===== src/rtl/eeprom_mode_ctrl.sv =====
module eeprom_mode_ctrl #(
  parameter int LOAD_CYCLES = 200000,
  parameter int SK_HALF     = 25,
  parameter int ADDR_W      = 6
) (
  input  logic       clk,
  input  logic       rst_n,
  input  logic       reg_wr,
  input  logic [7:0] reg_wdata,
  output logic [7:0] reg_rdata,
  output logic       ee_cs,
  output logic       ee_sk,
  output logic       ee_di,
  input  logic       ee_do,
  output logic       cfg_wr_en,
  output logic       net_disable,
  output logic       regs_reset
);

  localparam logic [1:0] M_NORM = 2'b00;
  localparam logic [1:0] M_LOAD = 2'b01;
  localparam logic [1:0] M_PROG = 2'b10;
  localparam logic [1:0] M_UNLK = 2'b11;
  localparam int CMD_W = 3 + ADDR_W;
  localparam int CW    = $clog2(LOAD_CYCLES + 1);
  localparam int SW    = $clog2(SK_HALF + 1);
  localparam int BW    = $clog2(CMD_W + 1);
  localparam logic [CW-1:0]    LAST_CNT = CW'(LOAD_CYCLES - 1);
  localparam logic [SW-1:0]    LAST_SK  = SW'(SK_HALF - 1);
  localparam logic [BW-1:0]    ALL_BITS = BW'(CMD_W);
  localparam logic [CMD_W-1:0] RD_CMD   = {3'b110, {ADDR_W{1'b0}}};

  logic [1:0]       mode;
  logic [2:0]       pin_q;
  logic [CW-1:0]    cnt;
  logic [SW-1:0]    sk_cnt;
  logic             sk_q;
  logic [BW-1:0]    bit_idx;
  logic             rst_pulse;
  logic [CMD_W-1:0] cmd_sh;

  wire loading = (mode == M_LOAD);
  wire prog    = (mode == M_PROG);
  wire done    = loading && (cnt == LAST_CNT);

  assign cmd_sh = RD_CMD << bit_idx;

  always_ff @(posedge clk or negedge rst_n) begin
    if (!rst_n) begin
      mode      <= M_NORM;
      pin_q     <= '0;
      cnt       <= '0;
      sk_cnt    <= '0;
      sk_q      <= 1'b0;
      bit_idx   <= '0;
      rst_pulse <= 1'b0;
    end else begin
      rst_pulse <= 1'b0;
      if (loading) begin
        if (done) begin
          mode      <= M_NORM;
          rst_pulse <= 1'b1;
          cnt       <= '0;
          sk_cnt    <= '0;
          sk_q      <= 1'b0;
          bit_idx   <= '0;
        end else begin
          cnt <= cnt + 1'b1;
          if (sk_cnt == LAST_SK) begin
            sk_cnt <= '0;
            sk_q   <= ~sk_q;
            if (sk_q && bit_idx != ALL_BITS) bit_idx <= bit_idx + 1'b1;
          end else begin
            sk_cnt <= sk_cnt + 1'b1;
          end
        end
      end else if (reg_wr) begin
        mode    <= reg_wdata[7:6];
        pin_q   <= (reg_wdata[7:6] == M_PROG) ? reg_wdata[3:1] : 3'b000;
        cnt     <= '0;
        sk_cnt  <= '0;
        sk_q    <= 1'b0;
        bit_idx <= '0;
      end
    end
  end

  assign ee_cs       = loading | (prog & pin_q[2]);
  assign ee_sk       = loading ? sk_q : (prog & pin_q[1]);
  assign ee_di       = loading ? cmd_sh[CMD_W-1] : (prog & pin_q[0]);
  assign cfg_wr_en   = (mode == M_UNLK);
  assign net_disable = prog;
  assign regs_reset  = rst_pulse;
  assign reg_rdata   = {mode, 2'b00, (loading | prog) ? {ee_cs, ee_sk, ee_di, ee_do} : 4'b0000};

  AST_PULSE_ONE_WIDE: assert property (@(posedge clk) disable iff (!rst_n)
    regs_reset |=> !regs_reset);
  AST_LOAD_EXIT: assert property (@(posedge clk) disable iff (!rst_n)
    ($past(mode) == M_LOAD && mode != M_LOAD) |-> (regs_reset && mode == M_NORM));
  AST_LOAD_IGNORES_WR: assert property (@(posedge clk) disable iff (!rst_n)
    (loading && !done && reg_wr) |=> (mode == M_LOAD));
  AST_UNLOCK_GATE: assert property (@(posedge clk) disable iff (!rst_n)
    (reg_wr && !loading && reg_wdata[7:6] == M_UNLK) |=> cfg_wr_en);
  AST_PROG_NET_OFF: assert property (@(posedge clk) disable iff (!rst_n)
    (reg_wr && !loading && reg_wdata[7:6] == M_PROG) |=> net_disable);

endmodule


===== config.mk =====
export PLATFORM = sky130hd
export DESIGN_NAME = eeprom_mode_ctrl
export DESIGN_NICKNAME = d
export VERILOG_FILES = /design/src/rtl/eeprom_mode_ctrl.sv
export SDC_FILE = /design/constraint.sdc
export NUM_CORES = 1
export LEC_CHECK = 0
export BUFFER_PORTS_ARGS = -buffer_cell sky130_fd_sc_hd__buf_2
export CORE_ASPECT_RATIO = 0.6
export CORE_MARGIN = 2
export CORE_UTILIZATION = 45
export CTS_CLUSTER_SIZE = 25
export DETAILED_ROUTE_END_ITERATION = 8
export SLEW_MARGIN = 30
export SYNTH_ARGS = -nofsm -noshare
export SYNTH_HDL_FRONTEND = slang
export SYNTH_SLANG_ARGS = --single-unit

===== constraint.sdc =====
create_clock -name clk -period 3.1 [get_ports clk]
set_input_delay 0.465 -clock clk [delete_from_list [all_inputs] [get_ports clk]]
set_output_delay 0.465 -clock clk [all_outputs]
set_load 0.01 [all_outputs]

==> reports/qor.yml <==
status:
  status: "completed"
sta:
  skew_ns: 0.00294
  worstMarginPinSlew_ns: 0.784
  period_needed_ns: 2.39
  setup_ws_ns: 0.706
  fin_hold_ws_ns: 0.255
  setup_tns_ns: 0
  timing.final.crit_share: 0.772
  relSlewSlack: 0.476
  rsz0062_at_grt: "false"
  drv_slew: 0
  setup_violations: 0
  hold_viol_final: 0
  max_clock_freq_mhz: 418
setup_path:
  critPathMaxStageDelay_ns: 0.79
  crit_path_top_delay_cell: "o41ai_4"
  r2r_cells: 6
  r2r_slack_ns: 0.71
  worstSetupPathType: "reg2reg"
  cp.required_ns: 3.28
  path_max_fanout: 13
  critPathCaptureType: "register"
  worstPathCellList: "ha_1 -> and4_1 -> nand2_1 -> o41ai_4 -> o21ai_2 -> a21o_1"
  arrival_ns: 2.57
  cp-start-kind: "register"
layout:
  num_antenna_cells: 0
  final_nets: 239
  fillerInstances: 370
  final_common_cell: "dfrtp_1"
  syn_to_final_growth_pct: 11.6
  ff_latch_area_um2: 851
  multiInputGateArea_um2: 967
  final_cell_mix: "dfrtp_1, buf_2, nand2_1"
  drive_gt1_frac: 0.146
logic_synthesis:
  ys.flop_type: "dfrtp_1"
  ys_types: 43
  avgSynthCellArea_um2: 9.62
  synth_seq_cells: 34
  synth.cell_area_um2: 1900
  synthArstFlopShare: 1.00
  seq_area_frac_synth: 0.447
  yosys_warnings: 0
  synth_edf_count: 0
  syn_inst: 198
clock_network:
  clkTransAtPathRegs_ns: 0.07
  cts_num_sinks: 34
  htreeDepth: 2
  cts_hold_buf: 0
  cts_buffers: 5
  root_buffer: "clkbuf_8"
  clkLatencyLatePin_ns: 0.28
  cts_resized: 0
  cts_tree: "yes"
  clk_path_buf_depth: 2
  cts_setup_buffers: 0
floorplan:
  core_area_um2: 4080
  rows: 18
  dieArea_um2: 4790
  fp.dieW_um: 88.0
  start_util: 0.467
  die_h_um: 54.4
  num_io_pins: 26
global_route:
  grt_pass1_wl_mm: 6.89
  grtUsageTotal: 0.193
  antenna_found_initial: 0
  grt_pass1_vias: 1475
  grt_max_degree: 35
  overflow: 0
place:
  gp_congestion: 0.833
  hpwl_mm: 2.93
  portBuffers: 20
  pre_cts_slack_ns: 0.761
detailed_routing:
  finalWirelength_mm: 4.12
  routedWlPerCell_um: 14.8
  drc: 0
  dr.pass1.iters: 4
  drt_iter0_drc: 105
  num_vias: 1533
  postRouteAntennaNets: 0
  routed_via_density: 5.49
power:
  seq_power_share: 0.400
  p_switching_mw: 0.515
  combPwrFrac: 0.375
  switching_share: 0.377
  clkPwrFrac: 0.224
  powerDensity_nw_per_um2: 643
  internal-power_mw: 0.852
  vdd_ir_drop_max_mv: 0.519
  leakagePower_nw: 0.992
hold_path:
  hp-class: "in2async"
job:
  maxCapViolCount: 0
-- synthesized netlist by cell type, drive strengths merged, types with 2 or more instances --
cell type  count  area (µm²)
and4           2        17.5
xor2           6        52.6
mux2i          2        20.0
a21oi          7        35.0
o21ai         13        68.8
nand2b         5        31.3
and2           2        12.5
or3            6        37.5
o22ai          2        12.5
nor3b          2        15.0
nand3         12        60.1
a22o           7        61.3
ha             8         100
inv           11        41.3
nand4          5        31.3
nand2         14        52.6
nor3           5        25.0
dfrtp         34         851
nor2          10        37.5
buf            5        36.3
a21o           5        37.5
xnor2          4        35.0
nor2b          5        31.3
clkbuf         4        15.0
o2bb2ai        2        17.5
and3           6        37.5
-- routing by layer --
metal | vias up | wire, µm | global-route usage
met5 | - | 0 | 0
met3 | 6 | 222 | 0.0452
met1 | 739 | 2170 | 0.278
met4 | 0 | 36 | 0.0590
li1 | 741 | - | -
met2 | 47 | 1690 | 0.290
-- critical path: cells and delay by family (launching register included) --
kind | cells | cell delay, ns
AND/OR/NAND/NOR | 2 | 0.48
flip-flops | 1 | 0.42
AO/OA/AOI/OAI | 3 | 1.14
adder cells (fa/ha/maj) | 1 | 0.24
-- power groups by stage --
stage	Sequential, mW	Combinational (mW)	Clock, mW
2_1_floorplan	0.548	0.365	0
3_3_place_gp	0.549	0.500	0
3_5_place_dp	0.554	0.513	0
4_1_cts	0.546	0.516	0.315
5_1_grt	0.554	0.574	0.332
6_report	0.547	0.513	0.307
-- layout make-up --
| type | instances | share of cell area |
|---|---|---|
| clock buffers | 7 | 0.0359 |
| inverters | 11 | 0.0194 |
| multi-input cells | 145 | 0.455 |
| flip-flops and latches | 34 | 0.400 |
| well taps | 60 | 0.0353 |
| repair buffers | 22 | 0.0541 |
-- logic make-up (layout without fill, tap and decap cells) --
| family | after synthesis | count (layout) | synth area share |
|---|---|---|---|
| AND/OR/NAND/NOR | 80 | 80 | 0.230 |
| buffers and inverters | 20 | 40 | 0.0486 |
| adder cells (fa/ha/maj) | 8 | 8 | 0.0526 |
| XOR/XNOR | 10 | 10 | 0.0460 |
| AO/OA/AOI/OAI | 43 | 43 | 0.164 |
| flip-flops | 34 | 34 | 0.447 |
| other | 1 | 2 | 0.00197 |
| multiplexers | 2 | 2 | 0.0105 |
-- state kept, by name, summed over array words and instances (netlist names) --
register / cells
regs_reset: 1
cnt: 18
bit_idx: 4
sk_q: 1
mode: 2
pin_q: 3
sk_cnt: 5
-- per-stage QoR --
step                      std cells  utilization  area (µm²)  power [mW]
after global placement          272        0.502        2050        1.05
after CTS                       279        0.521        2130        1.38
after floorplan                 199            -        1910       0.913
after detailed placement        272        0.503        2050        1.07
after global routing            279        0.521        2130        1.46
final                           279        0.521        2130        1.37
-- path summary, 6_finish.rpt --
kind | start | to
hold reg to reg | pin_q[0] | pin_q[0]
setup reg to reg | cnt[0] | bit_idx[0]
hold / removal | rst_n | mode[0]
min in group clk | reg_wdata[1] | pin_q[0]
max in group asynchronous | rst_n | sk_cnt[1]
setup / recovery | cnt[0] | bit_idx[0]
Note: power is estimated with default switching activity, not from simulation.
